<file path="src/rtl/ppb_corr_pkg.sv">
package ppb_corr_pkg;

    localparam logic [63:0] ONE_BILLION = 64'd1_000_000_000;

    typedef enum logic [1:0] {
        ST_IDLE,
        ST_SEARCH,
        ST_DIVIDE
    } ctrl_state_e;

endpackage

</file>
<file path="src/rtl/ppb_step_search.sv">
// Tries adjustment steps 1..limit, one per clock, against a threshold that
// grows by one billion per failed try.
module ppb_step_search #(
    parameter int INC_W = 8,
    parameter int DIV_W = 64
) (
    input  logic             clk,
    input  logic             rst_n,
    input  logic             go_i,
    input  logic [DIV_W-1:0] rhs_i,
    input  logic [INC_W-1:0] limit_i,
    output logic             hit_o,
    output logic             miss_o,
    output logic [INC_W-1:0] step_o,
    output logic [DIV_W-1:0] lhs_o
);
    import ppb_corr_pkg::*;

    localparam logic [DIV_W-1:0] STEP_LHS = DIV_W'(ONE_BILLION);

    typedef struct packed {
        logic             active;
        logic [INC_W-1:0] cand;
        logic [DIV_W-1:0] lhs;
        logic             hit;
        logic             miss;
    } srch_t;

    srch_t s_d, s_q;

    always_comb begin
        s_d      = s_q;
        s_d.hit  = 1'b0;
        s_d.miss = 1'b0;
        if (go_i) begin
            s_d.cand   = INC_W'(1);
            s_d.lhs    = STEP_LHS;
            s_d.active = (limit_i != '0);
            s_d.miss   = (limit_i == '0);
        end else if (s_q.active) begin
            if (s_q.lhs >= rhs_i) begin
                s_d.hit    = 1'b1;
                s_d.active = 1'b0;
            end else if (s_q.cand >= limit_i) begin
                s_d.miss   = 1'b1;
                s_d.active = 1'b0;
            end else begin
                s_d.cand = s_q.cand + INC_W'(1);
                s_d.lhs  = s_q.lhs + STEP_LHS;
            end
        end
    end

    always_ff @(posedge clk or negedge rst_n) begin
        if (!rst_n) s_q <= '0;
        else        s_q <= s_d;
    end

    assign hit_o  = s_q.hit;
    assign miss_o = s_q.miss;
    assign step_o = s_q.cand;
    assign lhs_o  = s_q.lhs;
endmodule

</file>
<file path="src/rtl/ppb_restoring_div.sv">
// Unsigned restoring divider, one quotient bit per clock.
module ppb_restoring_div #(
    parameter int W = 64
) (
    input  logic         clk,
    input  logic         rst_n,
    input  logic         go_i,
    input  logic [W-1:0] dividend_i,
    input  logic [W-1:0] divisor_i,
    output logic         fin_o,
    output logic [W-1:0] quo_o
);
    localparam int CNT_W = $clog2(W) + 1;

    typedef struct packed {
        logic             active;
        logic [CNT_W-1:0] cnt;
        logic [W-1:0]     rem;
        logic [W-1:0]     quo;
        logic             fin;
    } div_t;

    div_t v_d, v_q;
    logic [W:0] trial;

    always_comb begin
        v_d     = v_q;
        v_d.fin = 1'b0;
        trial   = {v_q.rem, v_q.quo[W-1]};
        if (go_i) begin
            v_d.active = 1'b1;
            v_d.cnt    = CNT_W'(W);
            v_d.rem    = '0;
            v_d.quo    = dividend_i;
        end else if (v_q.active) begin
            if (trial >= {1'b0, divisor_i}) begin
                v_d.rem = W'(trial - {1'b0, divisor_i});
                v_d.quo = {v_q.quo[W-2:0], 1'b1};
            end else begin
                v_d.rem = trial[W-1:0];
                v_d.quo = {v_q.quo[W-2:0], 1'b0};
            end
            v_d.cnt = v_q.cnt - CNT_W'(1);
            if (v_q.cnt == CNT_W'(1)) begin
                v_d.active = 1'b0;
                v_d.fin    = 1'b1;
            end
        end
    end

    always_ff @(posedge clk or negedge rst_n) begin
        if (!rst_n) v_q <= '0;
        else        v_q <= v_d;
    end

    assign fin_o = v_q.fin;
    assign quo_o = v_q.quo;
endmodule

</file>
<file path="src/rtl/ppb_corr_calc.sv">
module ppb_corr_calc #(
    parameter int OFS_W = 32,
    parameter int INC_W = 8,
    parameter int DIV_W = 64
) (
    input  logic                    clk,
    input  logic                    rst_n,
    input  logic                    start_i,
    input  logic signed [OFS_W-1:0] ppb_i,
    input  logic [INC_W-1:0]        inc_nom_i,
    output logic                    done_o,
    output logic [INC_W:0]          corr_inc_o,
    output logic [DIV_W-1:0]        period_o
);
    import ppb_corr_pkg::*;

    typedef struct packed {
        ctrl_state_e      st;
        logic             neg;
        logic [INC_W-1:0] inc;
        logic [DIV_W-1:0] rhs;
        logic [INC_W-1:0] step;
        logic             srch_go;
        logic             div_go;
        logic             done;
        logic [INC_W:0]   corr;
        logic [DIV_W-1:0] period;
    } ctrl_t;

    ctrl_t c_d, c_q;

    logic [OFS_W-1:0] mag;
    logic             srch_hit, srch_miss, div_fin;
    logic [INC_W-1:0] srch_step;
    logic [DIV_W-1:0] srch_lhs, div_quo;
    logic             busy;

    function automatic logic [INC_W:0] apply_step(input logic neg, input logic [INC_W-1:0] nom,
                                                  input logic [INC_W-1:0] stp);
        return neg ? ({1'b0, nom} - {1'b0, stp}) : ({1'b0, nom} + {1'b0, stp});
    endfunction

    assign mag  = ppb_i[OFS_W-1] ? (~ppb_i + OFS_W'(1)) : ppb_i;
    assign busy = (c_q.st != ST_IDLE);

    always_comb begin
        c_d         = c_q;
        c_d.srch_go = 1'b0;
        c_d.div_go  = 1'b0;
        c_d.done    = 1'b0;
        unique case (c_q.st)
            ST_IDLE: begin
                if (start_i) begin
                    if (ppb_i == '0) begin
                        c_d.done = 1'b1;
                    end else begin
                        c_d.neg     = ppb_i[OFS_W-1];
                        c_d.inc     = inc_nom_i;
                        c_d.rhs     = DIV_W'(mag) * DIV_W'(inc_nom_i);
                        c_d.srch_go = 1'b1;
                        c_d.st      = ST_SEARCH;
                    end
                end
            end
            ST_SEARCH: begin
                if (srch_hit) begin
                    c_d.step   = srch_step;
                    c_d.div_go = 1'b1;
                    c_d.st     = ST_DIVIDE;
                end else if (srch_miss) begin
                    c_d.step   = c_q.inc;
                    c_d.corr   = apply_step(c_q.neg, c_q.inc, c_q.inc);
                    c_d.period = DIV_W'(1);
                    c_d.done   = 1'b1;
                    c_d.st     = ST_IDLE;
                end
            end
            ST_DIVIDE: begin
                if (div_fin) begin
                    c_d.corr   = apply_step(c_q.neg, c_q.inc, c_q.step);
                    c_d.period = div_quo;
                    c_d.done   = 1'b1;
                    c_d.st     = ST_IDLE;
                end
            end
            default: c_d.st = ST_IDLE;
        endcase
    end

    always_ff @(posedge clk or negedge rst_n) begin
        if (!rst_n) begin
            c_q    <= '0;
            c_q.st <= ST_IDLE;
        end else begin
            c_q <= c_d;
        end
    end

    ppb_step_search #(.INC_W(INC_W), .DIV_W(DIV_W)) u_search (
        .clk     (clk),
        .rst_n   (rst_n),
        .go_i    (c_q.srch_go),
        .rhs_i   (c_q.rhs),
        .limit_i (c_q.inc),
        .hit_o   (srch_hit),
        .miss_o  (srch_miss),
        .step_o  (srch_step),
        .lhs_o   (srch_lhs)
    );

    ppb_restoring_div #(.W(DIV_W)) u_div (
        .clk        (clk),
        .rst_n      (rst_n),
        .go_i       (c_q.div_go),
        .dividend_i (srch_lhs),
        .divisor_i  (c_q.rhs),
        .fin_o      (div_fin),
        .quo_o      (div_quo)
    );

    assign done_o     = c_q.done;
    assign corr_inc_o = c_q.corr;
    assign period_o   = c_q.period;
endmodule

</file>
<file path="config.mk">
export PLATFORM = sky130hd
export DESIGN_NAME = ppb_corr_calc
export DESIGN_NICKNAME = d
export VERILOG_FILES = /design/src/rtl/ppb_corr_pkg.sv /design/src/rtl/ppb_step_search.sv /design/src/rtl/ppb_restoring_div.sv /design/src/rtl/ppb_corr_calc.sv
export SDC_FILE = /design/constraint.sdc
export NUM_CORES = 1
export LEC_CHECK = 0
export ABC_AREA = 1
export BUFFER_PORTS_ARGS = -buffer_cell sky130_fd_sc_hd__buf_2
export CAP_MARGIN = 40
export CELL_PAD_IN_SITES_DETAIL_PLACEMENT = 1
export CELL_PAD_IN_SITES_GLOBAL_PLACEMENT = 1
export CORE_ASPECT_RATIO = 1.1
export CORE_MARGIN = 2
export CORE_UTILIZATION = 42
export CTS_CLUSTER_SIZE = 25
export DETAILED_ROUTE_END_ITERATION = 8
export GPL_ROUTABILITY_DRIVEN = 0
export PLACE_DENSITY = 0.87
export SLEW_MARGIN = 40
export SYNTH_ARGS = -nofsm -noshare
export SYNTH_HDL_FRONTEND = slang
export SYNTH_SLANG_ARGS = --single-unit
</file>
<file path="constraint.sdc">
create_clock -name clk -period 2.4 [get_ports clk]
set_clock_uncertainty 0.15 [all_clocks]
set_input_delay 0.6 -clock clk [delete_from_list [all_inputs] [get_ports clk]]
set_output_delay 0.6 -clock clk [all_outputs]
set_load 0.01 [all_outputs]
</file>
==> metrics.md, run 1 <==
| Metric | Value |
|---|---|
| Syn Nets | 4842 |
| Warnings from Yosys | 0 |
| Max Root-Sink Buffers | 3 |
| Cell area after synthesis | 0.0310 mm2 |
| Cells after Synth | 4455 |
| Register area share after synthesis | 27.3% |
| Failing step | global routing |
| Pre-CTS setup slack | -4.14 ns |
| Port Buf Inserts | 116 |
| Sink Count | 338 |
| Post-synth EDFFs | 0 |
| Post-synth top area share | 27.3% |
| Ports | 117 |
| Die height | 289 um |
| Status | did not finish |
| CTS root buffer | clkbuf_16 |
| Post-DP HPWL | 108000 um |
| H-tree levels | 2 |
| Starting Density | 42.4% |
| Global-route wire length before repair | 390000 um |
| Die X | 263 um |
| Num CTS Buffers | 38 |
| Syn avg cell area | 6.96 um2 |
| Area leader, netlist | dfrtp_1 |
| Yosys reg bits | 338 |
| Stop err | [ERROR GRT-0116] Global routing finished with congestion. Check the congestion regions in the DRC Viewer. |
| Commonest cells post-synth | nand2_1 (1213), inv_1 (745), nor2_1 (504) |
| Netlist cell types | 57 |
| Row count | 104 |
| Fraction of registers with async set/reset | 100% |
| Total gr overflow | 44 |
| Largest net degree at the start of global routing | 62 |
| Top_reg_cell synth | dfrtp_1 |
| Most common cell in the synthesized netlist | nand2_1 |
| Largest cells by area after synthesis | dfrtp_1 (27%), nand2_1 (15%), fa_1 (12%) |
| Aggregate global-route resource usage | 71.8% |
| Vias in the first global route | 51811 |
routing by layer:
layer	track usage, %	overflow
met4	74.2	24
met3	57.4	7
met1	68.6	0
met2	90.8	12
met5	25.7	1
metrics by stage:
stage / std cells / hold WS, ns / instance area [um2] / setup TNS (ns)
after floorplan: 4455 / 0.154 / 31700 / -99.03
after global placement: 5986 / 0.300 / 37500 / -156.70
after detailed placement: 5986 / 0.318 / 37500 / -190.73
after CTS: 6214 / 0.236 / 44900 / -128.43
kinds of logic after synthesis:
kind of cell    share of synthesized area, %
flops                                   27.3
compound gates                          10.3
fa+ha+maj                               18.3
simple gates                            28.6
xor+xnor                                2.76
buf+inv                                 12.8
timing repair:
item,4_1_cts
endpoints found under the setup margin,153
gates resized for setup,1145
hold buffers,1
endpoints found under the hold margin,45
setup buffers,151
gates cloned,16
pin swaps,371
==> run 2, diff against run 1 <==
CELL_PAD_IN_SITES_DETAIL_PLACEMENT = unset   (was 1)
CELL_PAD_IN_SITES_GLOBAL_PLACEMENT = unset   (was 1)
CORE_ASPECT_RATIO = unset   (was 1.1)
CORE_UTILIZATION = 35   (was 42)
CTS_CLUSTER_SIZE = unset   (was 25)
PLACE_DENSITY = unset   (was 0.87)
PLACE_DENSITY_LB_ADDON = 0.15   (was unset)
clock period = 3.1 ns   (was 2.4 ns; I/O delays follow)
==> run 2 against run 1 <==
Effect of this change:
- the flow now finishes, with violations (setup timing)
- synthesized cell count is the same
- area after synthesis did not move
==> metrics.md, run 2 <==
| Metric | Value |
|---|---|
| Status | complete, but fails checks |
| Failing checks | setup timing |
| Diode count | 0 |
| Clock Power Share | 18.3% |
| Cells after Synth | 4455 |
| Measured slew at the worst slew-check pin | 0.796 ns |
| Slew margin rel. | 46.9% |
| H-tree levels | 2 |
| Mux contribution to synthesized area | 0% |
| Combinational power share | 66.6% |
| Startpoint Class | primary input |
| TritonRoute pass-1 iters | 5 |
| Die height | 302 um |
| Hold Path Stages | 2 |
| Most frequent cells in the layout | nand2_1 (1143), inv_1 (686), nor2_1 (423) |
| Pins Over Slew Limit | 0 |
| Power after layout | 29.1 mW |
| Post-Synth Adder-Cell Area | 18.3% |
| Initial antenna violation count | 1 |
| Commonest non-fill, non-tap cell in the layout | nand2_1 |
| Vias | 29395 |
| Most common cell in the synthesized netlist | nand2_1 |
| Layout cell share with drive strength beyond 1 | 21.8% |
| Die X | 302 um |
| Reg-to-Reg End | u_div.trial[5] |
| Area of the multi-input gates | 0.0209 mm2 |
| Warnings from Yosys | 0 |
| Register area share after synthesis | 27.3% |
| Reg2Reg Setup Slack | 0.19 ns |
| CP Depth | 30 |
| Slowest-stage cell, CP | fa_1 |
| Core footprint | 0.0881 mm2 |
| Area share of xor/xnor cells in the synthesized design | 2.76% |
| Commonest cells post-synth | nand2_1 (1213), inv_1 (745), nor2_1 (504) |
| Peak supply drop | 0.946 mV |
| Max incr delay on CP | 0.55 ns |
| Post-synth top area share | 27.3% |
| Syn avg cell area | 6.96 um2 |
| Clock Pin Slew Worst Setup and Hold Paths | 0.06 ns |
| Post-DP HPWL | 80600 um |
| Num CTS Buffers | 41 |
| Starting DRT DRC Count | 1852 |
| FF-to-FF path depth | 16 |
| CP Class | primary input to flip-flop |
| Power Internal | 16.6 mW |
| Largest cells by area after synthesis | dfrtp_1 (27%), nand2_1 (15%), fa_1 (12%) |
| Worst Path Required | 3.38 ns |
| Sequential Power Share | 15.2% |
| Max Root-Sink Buffers | 3 |
| Buffers and inverters on the worst path | 10 |
| Worst skew pair latency | 0.60 ns |
| Netlist cell types | 57 |
| Aggregate global-route resource usage | 22.6% |
| Simple logic cell fraction of the synthesized area | 28.6% |
| Top delay family on crit path | adder cells |
| CTS root buffer | clkbuf_16 |
| Compound-cell area share of the yosys netlist | 10.3% |
| Setup TNS Final | -75.89 ns |
| Flip-flop and latch area | 0.00846 mm2 |
| Total gr overflow | 0 |
| Fin util | 44.8% |
| Cell area after synthesis | 0.0310 mm2 |
| Net Sw Frac | 42.9% |
| RR Startpoint | c_q[118] |
| Psw | 12.5 mW |
| Largest net degree at the start of global routing | 95 |
| Ports | 117 |
| Vias in the first global route | 29278 |
| Routed Wire Length | 101000 um |
| Pwr dens | 738 mW/mm2 |
| Combinational family with the most area after synthesis | simple AND/OR/NAND/NOR gates |
| Port Buf Inserts | 116 |
| Crit. End Element | flip-flop |
| DR vias/cell | 4.86 |
| Leak | 20.2 nW |
| CTS tree | done |
| Area delta synth->final | 27.1% |
| Starting Density | 35.2% |
| RSZ-0062 raised after global routing | true |
| Setup Viol. Count Final | 36 |
| Max_cap viols | 0 |
| Critical path endpoint | c_q[116] |
| Crit path from | ppb_i[1] |
| Max FO, Critical Path | 5 |
| Fraction of registers with async set/reset | 100% |
| Syn Nets | 4842 |
| Top_reg_cell synth | dfrtp_1 |
| Die ar. | 0.0910 mm2 |
| CP arrival | 5.87 ns |
| Yosys reg bits | 338 |
| Final #Nets | 5233 |
| Sink Count | 338 |
| HP Class | flip-flop to flip-flop |
| Post-synth EDFFs | 0 |
| # DRC | 0 |
| Post-route ant nets | 0 |
| Max Fclk | 179 MHz |
| Final worst setup slack | -2.49 ns |
| Pre-CTS setup slack | -3.31 ns |
| Final period util | 180% |
| Min Tclk post-route | 5.59 ns |
| Fillcell total | 9129 |
| Global-route wire length before repair | 164000 um |
| Area leader, netlist | dfrtp_1 |
| Final hold viol count | 0 |
| Row count | 109 |
| DR WL/cell | 16.7 um |
==> run 2: cell counts after synthesis <==
No cell type changed its count.
==> run 2: power groups by stage <==
| stage | sequential [mW] | clock [mW] | combinational, mW |
|---|---|---|---|
| final | 4.41 | 5.32 | 19.4 |
| after detailed placement | 4.49 | 0 | 13.4 |
| after CTS | 4.41 | 5.44 | 17.8 |
| after global placement | 4.49 | 0 | 13.4 |
| after global routing | 4.41 | 5.61 | 20.9 |
| after floorplan | 4.49 | 0 | 8.26 |
==> run 2: how the worst min path moves through the flow <==
stage                          from           to  slack (ns)
floorplan           u_search.miss_o     c_q[157]        0.28
global placement        period_o[0]  period_o[0]        0.31
detailed placement      period_o[0]  period_o[0]        0.31
CTS                     period_o[0]  period_o[0]        0.32
global route            period_o[0]  period_o[0]        0.34
finish                  period_o[0]  period_o[0]        0.32
==> run 2: final cells by class <==
cell class,count,area share (%)
clock buffers,52,2.83
clock inverters,24,0.965
inverters,759,7.29
multi-input cells,3154,52.9
flip-flops and latches,338,21.5
well taps,1165,3.70
repair buffers,552,10.9
==> run 2: cell families after synthesis <==
family / after synthesis
buffers and inverters: 963
AND/OR/NAND/NOR: 2140
AO/OA/AOI/OAI: 574
adder cells (fa/ha/maj): 344
flip-flops: 338
XOR/XNOR: 96
==> run 2: worst reg2reg max path, delay by kind of cell (launching register included) <==
family / cells / cell delay [ns]
and+or+nand+nor: 11 / 1.29
buffers and inverters: 3 / 0.48
adders and majority gates: 1 / 0.42
DFF: 1 / 0.36
AOI/OAI and AO/OA: 1 / 0.10
==> run 2: timing repair <==
action | 4_1_cts | 5_1_grt
hold buffers | 1 | 0
buffers inserted | 39 | 26
hold endpoints to repair | 41 | 0
pin swaps | 153 | 112
resized for setup | 327 | 129
endpoints found under the setup margin | 37 | 46
==> run 2: routing by layer <==
metal  part of all wire [%]  wire length (um)  GRT usage [%]
met2                     46             46500           37.1
met4                    1.9              1930           4.57
met1                     48             48700           32.2
met3                    4.0              4070           2.33
met5                  0.013                13              0
==> run 2: metrics by stage <==
step                instances  instance area (um2)  hold WS (ns)
finish                   6044                39400         0.317
global route             6044                39400         0.343
CTS                      6019                38700         0.323
detailed placement       5904                35600         0.307
global placement         5904                35600         0.307
floorplan                4455                31600         0.283
No activity file was read; power rests on OpenSTA's default activity.
==> run 3, diff against run 2 <==
ABC_AREA = unset   (was 1)
CAP_MARGIN = 10   (was 40)
clock period = 6.3 ns   (was 3.1 ns; I/O delays follow)
==> run 3 against run 2 <==
Effect of this change:
- the run still ends with setup timing left
- routed wire length decreased by 25%
- clock-buffer cell count is 5 higher
- first-iteration DRC count is 38% lower
- final cell count is 26% lower
- sequential share of layout area rose by 3.4 points
- sequential power fell by 16%
- global-route usage down 4.3 points
- area after synthesis down 8.2%
- via count is 22% lower
==> metrics.md, run 3 <==
| Metric | Value |
|---|---|
| RSZ-0062 raised after global routing | true |
| Peak supply drop | 0.263 mV |
| Clock Pin Slew Worst Setup and Hold Paths | 0.06 ns |
| Min Tclk post-route | 7.38 ns |
| Final hold viol count | 0 |
| Num CTS Buffers | 40 |
| # DRC | 0 |
| Hold Path Stages | 2 |
| Fin util | 42.4% |
| Worst skew pair latency | 0.57 ns |
| Initial antenna violation count | 0 |
| Fillcell total | 7950 |
| Diode count | 0 |
| Commonest cells post-synth | dfrtp_1 (338), nand2_1 (281), inv_1 (269) |
| Final worst setup slack | -1.08 ns |
| Inst Count DP | 4335 |
| Final #Nets | 3760 |
| Power after layout | 20.2 mW |
| Aggregate global-route resource usage | 18.2% |
| Cts hold-fix bufs | 0 |
| CP Class | primary input to flip-flop |
| Starting Density | 35.4% |
| Measured slew at the worst slew-check pin | 0.828 ns |
| Leak | 15.6 nW |
| CP arrival | 7.65 ns |
| Port Buf Inserts | 116 |
| Max_cap viols | 0 |
| Setup TNS Final | -21.72 ns |
| Sink Count | 338 |
| Max incr delay on CP | 0.57 ns |
| Layout cell share with drive strength beyond 1 | 20.6% |
| Warnings from Yosys | 0 |
| H-tree levels | 2 |
| Status | complete, but fails checks |
| Final period util | 117% |
| FF-to-FF path depth | 12 |
| Core footprint | 0.0805 mm2 |
| Netlist cell types | 93 |
| Largest cells by area after synthesis | dfrtp_1 (30%), fa_1 (13%), ha_1 (7.1%) |
| Most common cell in the synthesized netlist | dfrtp_1 |
| Die height | 289 um |
| CTS root buffer | clkbuf_16 |
| Yosys reg bits | 338 |
| Max FO, Critical Path | 5 |
| Setup Viol. Count Final | 28 |
| Failing checks | setup timing |
| Die ar. | 0.0837 mm2 |
| Total gr overflow | 0 |
| Die X | 289 um |
| Global-route wire length before repair | 125000 um |
| DR vias/cell | 5.13 |
| Ports | 117 |
| Fraction of registers with async set/reset | 100% |
| Routed Wire Length | 75600 um |
| Syn Nets | 3520 |
| HP Class | flip-flop to flip-flop |
| Vias in the first global route | 24045 |
| Largest net degree at the start of global routing | 117 |
| Critical Path Most Common Cell | fa_1 |
| Post-synth top area share | 29.7% |
| Post-DP HPWL | 58500 um |
| Flip-flop and latch area | 0.00847 mm2 |
| Register area share after synthesis | 29.7% |
| CP Cell Sequence | buf_6 > or4_4 > or4_4 > o31ai_4 > xor2_4 > buf_4 > buf_4 > nor2b_2 > fa_2 > fa_1 > fa_1 > inv_1 > fa_1 > inv_1 > ha_4 > nand2_2 > or4b_4 > a2111oi_4 > nor3_4 > o31ai_2 > xnor2_1 > o21ai_1 |
| Area delta synth->final | 19.9% |
| Cells after Synth | 3133 |
| Fin cells | 4465 |
| Cell area after synthesis | 0.0285 mm2 |
| Startpoint Class | primary input |
| Starting DRT DRC Count | 1152 |
| Pins Over Slew Limit | 0 |
| Syn avg cell area | 9.09 um2 |
| CTS tree | done |
| DR WL/cell | 16.9 um |
| Slew margin rel. | 44.3% |
| Post-synth EDFFs | 0 |
| Crit. End Element | flip-flop |
| Vias | 22886 |
| Top_reg_cell synth | dfrtp_1 |
| Area leader, netlist | dfrtp_1 |
| Max Fclk | 135 MHz |
| Post-route ant nets | 0 |
| Commonest non-fill, non-tap cell in the layout | dfrtp_1 |
| Row count | 104 |
| Pwr dens | 591 mW/mm2 |
| TritonRoute pass-1 iters | 5 |
| Slowest-stage cell, CP | or4_4 |
| Area of the multi-input gates | 0.0188 mm2 |
| Worst Path Required | 6.57 ns |
| Most frequent cells in the layout | dfrtp_1 (335), buf_4 (291), nand2_1 (272) |
| Max Root-Sink Buffers | 3 |
==> run 3: layout make-up <==
cell class | count | area share [%]
Inverter | 271 | 2.98
Timing Repair Buffer | 428 | 9.15
Clock inverter | 17 | 0.689
Clock buffer | 57 | 3.42
Sequential cell | 338 | 24.8
Tap cell | 1060 | 3.89
Multi-Input combinational cell | 2294 | 55.1
==> run 3: kinds of logic (layout without fill, tap and decap cells) <==
group	after synthesis	in the layout	synth area share, %
AO/OA/AOI/OAI	661	661	15.5
XOR/XNOR	159	159	4.92
adder cells (fa/ha/maj)	344	344	19.9
buffers and inverters	501	773	7.74
flip-flops	338	338	29.7
multiplexers	83	83	2.95
AND/OR/NAND/NOR	1047	1047	19.3
==> run 3: path summary, 6_finish.rpt <==
path                       slack [ns]         endpoint             from
min                              0.33          c_q[95]          c_q[95]
min in group asynchronous        0.79  u_div.trial[50]            rst_n
min reg2reg                      0.33          c_q[95]          c_q[95]
max reg2reg                      1.97  u_div.trial[51]  u_div.quo_o[63]
max                             -1.08         c_q[122]         ppb_i[5]
max in group asynchronous        4.00         c_q[100]            rst_n
==> run 3: critical path, delay by kind of cell <==
kind                       cells  cell delay [ns]
and+or+nand+nor                6             1.85
AOI/OAI and AO/OA              4             1.05
xor gates and xnor gates       2             0.38
adders and majority gates      5             2.33
buffers and inverters          5             0.45
==> run 3: metal layers <==
metal,vias up,track usage (%),part of all wire [%],routed length [um]
li1,11099,-,-,-
met1,11303,24.6,47,35500
met2,380,30.8,47,35600
met3,104,2.25,3.5,2630
met4,0,4.94,2.5,1870
met5,-,0,0,0
==> run 3: metrics by stage <==
step	instance area, um2	hold WS [ns]	worst slack [ns]
6_report	34100	0.332	-1.08
3_3_place_gp	31500	0.315	-1.86
4_1_cts	33900	0.336	-1.08
5_1_grt	34100	0.350	-1.37
3_5_place_dp	31600	0.324	-1.98
2_1_floorplan	28700	0.299	-1.40
==> run 3: repair_timing <==
item,CTS,global route
resized for setup,110,37
pin swaps,62,19
setup buffers,44,12
endpoints found under the setup margin,30,30
==> run 3: report_power, final <==
part | leakage (nW) | switching (mW) | internal [mW]
clock network | 0.675 | 0.959 | 1.47
logic | 10.6 | 7.54 | 6.50
registers | 4.30 | 0.827 | 2.87
total | 15.6 | 9.33 | 10.8
==> run 4, diff against run 3 <==
CORE_UTILIZATION = 63   (was 35)
CTS_CLUSTER_SIZE = 24   (was unset)
==> run 4 against run 3 <==
Effect of this change:
- the run still ends with setup timing left
- critical path depth unchanged
- sequential cell count unchanged
- sequential share of layout area increased by 0.54 points
- die area decreased by 44%
- sequential power about the same
- cell area decreased by 2.1%
- largest power group unchanged
- highest routed layer unchanged
==> metrics.md, run 4 (synthesized netlist as in run 3, its figures left out) <==
| Metric | Value |
|---|---|
| Status | complete, but fails checks |
| Failing checks | setup timing |
| Commonest non-fill, non-tap cell in the layout | dfrtp_1 |
| CP Class | primary input to flip-flop |
| Die ar. | 0.0469 mm2 |
| Startpoint Class | primary input |
| Area delta synth->final | 17.3% |
| H-tree levels | 2 |
| Slowest-stage cell, CP | or4b_4 |
| CTS tree | done |
| Starting Density | 64.1% |
| Ports | 117 |
| Max FO, Critical Path | 5 |
| Setup Viol. Count Final | 28 |
| Clock Pin Slew Worst Setup and Hold Paths | 0.06 ns |
| Layout cell share with drive strength beyond 1 | 20.4% |
| Power Internal | 11.0 mW |
| Max_cap viols | 0 |
| Post-DP HPWL | 51300 um |
| Vias | 23671 |
| Psw | 9.97 mW |
| Largest net degree at the start of global routing | 143 |
| Diode count | 0 |
| Placed Instance Area | 0.0307 mm2 |
| Aggregate global-route resource usage | 30.3% |
| Peak supply drop | 0.426 mV |
| Measured slew at the worst slew-check pin | 0.936 ns |
| Max Fclk | 132 MHz |
| Leak | 15.5 nW |
| Crit. End Element | flip-flop |
| Routed Wire Length | 72600 um |
| Port Buf Inserts | 116 |
| RSZ-0062 raised after global routing | true |
| Met2 usage | 50.3% |
| Row count | 77 |
| Min Tclk post-route | 7.56 ns |
| Clock Power Share | 10.1% |
| Flip-flop and latch area | 0.00847 mm2 |
| Max incr delay on CP | 0.63 ns |
| Pre-CTS setup slack | -1.87 ns |
| DR vias/cell | 5.97 |
| Final period util | 120% |
| Final worst setup slack | -1.26 ns |
| Cts hold-fix bufs | 0 |
| # DRC | 0 |
| Global-route wire length before repair | 118000 um |
| HP Class | flip-flop to flip-flop |
| Pins Over Slew Limit | 0 |
| DR WL/cell | 18.3 um |
| Worst Path Required | 6.56 ns |
| Num CTS Buffers | 37 |
| Fin cells | 3968 |
| Area of the multi-input gates | 0.0190 mm2 |
| Worst skew pair latency | 0.56 ns |
| CP Cell Sequence | buf_6 > or4_4 > or4_4 > o31ai_4 > xor2_2 > nor2b_2 > fa_1 > fa_1 > fa_1 > inv_2 > fa_1 > inv_2 > ha_4 > a21o_1 > nor3_2 > nor3b_2 > or4b_4 > a2111oi_4 > nor3_4 > o31ai_1 > xnor2_1 > o21ai_1 |
| Fillcell total | 3070 |
| Power after layout | 20.9 mW |
| Inst Count DP | 3837 |
| Die X | 217 um |
| CTS root buffer | clkbuf_16 |
| Critical Path Most Common Cell | fa_1 |
| Sequential Power Share | 17.6% |
| Final hold viol count | 0 |
| Starting DRT DRC Count | 1680 |
| Max Root-Sink Buffers | 3 |
| Core footprint | 0.0444 mm2 |
| Final #Nets | 3734 |
| Vias in the first global route | 23698 |
| CP arrival | 7.82 ns |
| Most Crowded Layer GR | met2 |
| Die height | 217 um |
| TritonRoute pass-1 iters | 5 |
| Combinational power share | 72.2% |
| Initial antenna violation count | 0 |
| Total gr overflow | 0 |
| Pwr dens | 627 mW/mm2 |
| Sink Count | 338 |
| Setup TNS Final | -27.40 ns |
| Post-route ant nets | 0 |
| Most frequent cells in the layout | dfrtp_1 (335), nand2_1 (272), buf_4 (262) |
| Final instance area | 0.0334 mm2 |
| GRT met1 Usage | 40.8% |
| GR Util met3 | 3.56% |
| Slew margin rel. | 36.8% |
| Net Sw Frac | 47.6% |
run 4: cell types whose count changed in the layout (fill, tap and decap cells not counted), moves of 5 or more:
cell | before | now
a21oi_1 | 126 | 121
nand2b_1 | 72 | 67
o21ai_0 | 136 | 121
o21ai_1 | 32 | 45
buf_6 | 11 | 21
buf_12 | 10 | 4
buf_4 | 291 | 262
run 4: repair_timing:
action                                 CTS  global route
pin swaps                               46           104
setup endpoints to repair               29            30
endpoints found under the hold margin    0             0
gates resized for setup                 86           128
setup buffers                           33            34
run 4: final timing paths:
check | startpoint | cells past startpoint | slack (ns) | to
setup reg to reg | u_search.lhs_o[10] | 10 | 1.82 | u_search.lhs_o[33]
setup / recovery | ppb_i[5] | 22 | -1.26 | c_q[122]
min in group asynchronous | rst_n | 1 | 0.72 | u_div.trial[57]
hold reg to reg | c_q[110] | 2 | 0.34 | c_q[110]
max in group asynchronous | rst_n | 3 | 4.05 | c_q[75]
hold / removal | c_q[110] | 2 | 0.34 | c_q[110]
run 4: layout make-up:
type,count,share of cell area (%)
clock inverter,18,0.539
timing repair buffer,405,8.80
sequential,338,25.3
tap,592,2.22
inverter,271,3.04
multi-input combinational,2294,57.0
clock buffer,50,3.04
run 4: power groups by stage:
stage | Clock, mW | Sequential [mW] | Combinational, mW
floorplan | 0 | 3.36 | 9.22
global placement | 0 | 3.67 | 12.1
detailed placement | 0 | 3.70 | 12.5
CTS | 2.15 | 3.67 | 13.3
global route | 2.24 | 3.80 | 16.6
finish | 2.12 | 3.69 | 15.1
run 4: worst max-delay path: cells and delay by family:
family	cells	cell delay (ns)
XOR/XNOR	2	0.44
AND/OR/NAND/NOR	7	2.12
buffers and inverters	3	0.18
AO/OA/AOI/OAI	5	1.15
adder cells (fa/ha/maj)	5	2.35
run 4: per-stage QoR:
stage	hold slack (ns)	util [%]
5_1_grt	0.353	75.2
2_1_floorplan	0.299	-
3_3_place_gp	0.314	69.0
4_1_cts	0.336	73.4
6_report	0.339	75.2
3_5_place_dp	0.323	69.1
run 4: layer usage:
layer	up-vias	part of all wire, %
li1	11038	-
met1	11588	42
met2	857	48
met3	188	5.4
met4	0	4.3
met5	-	0
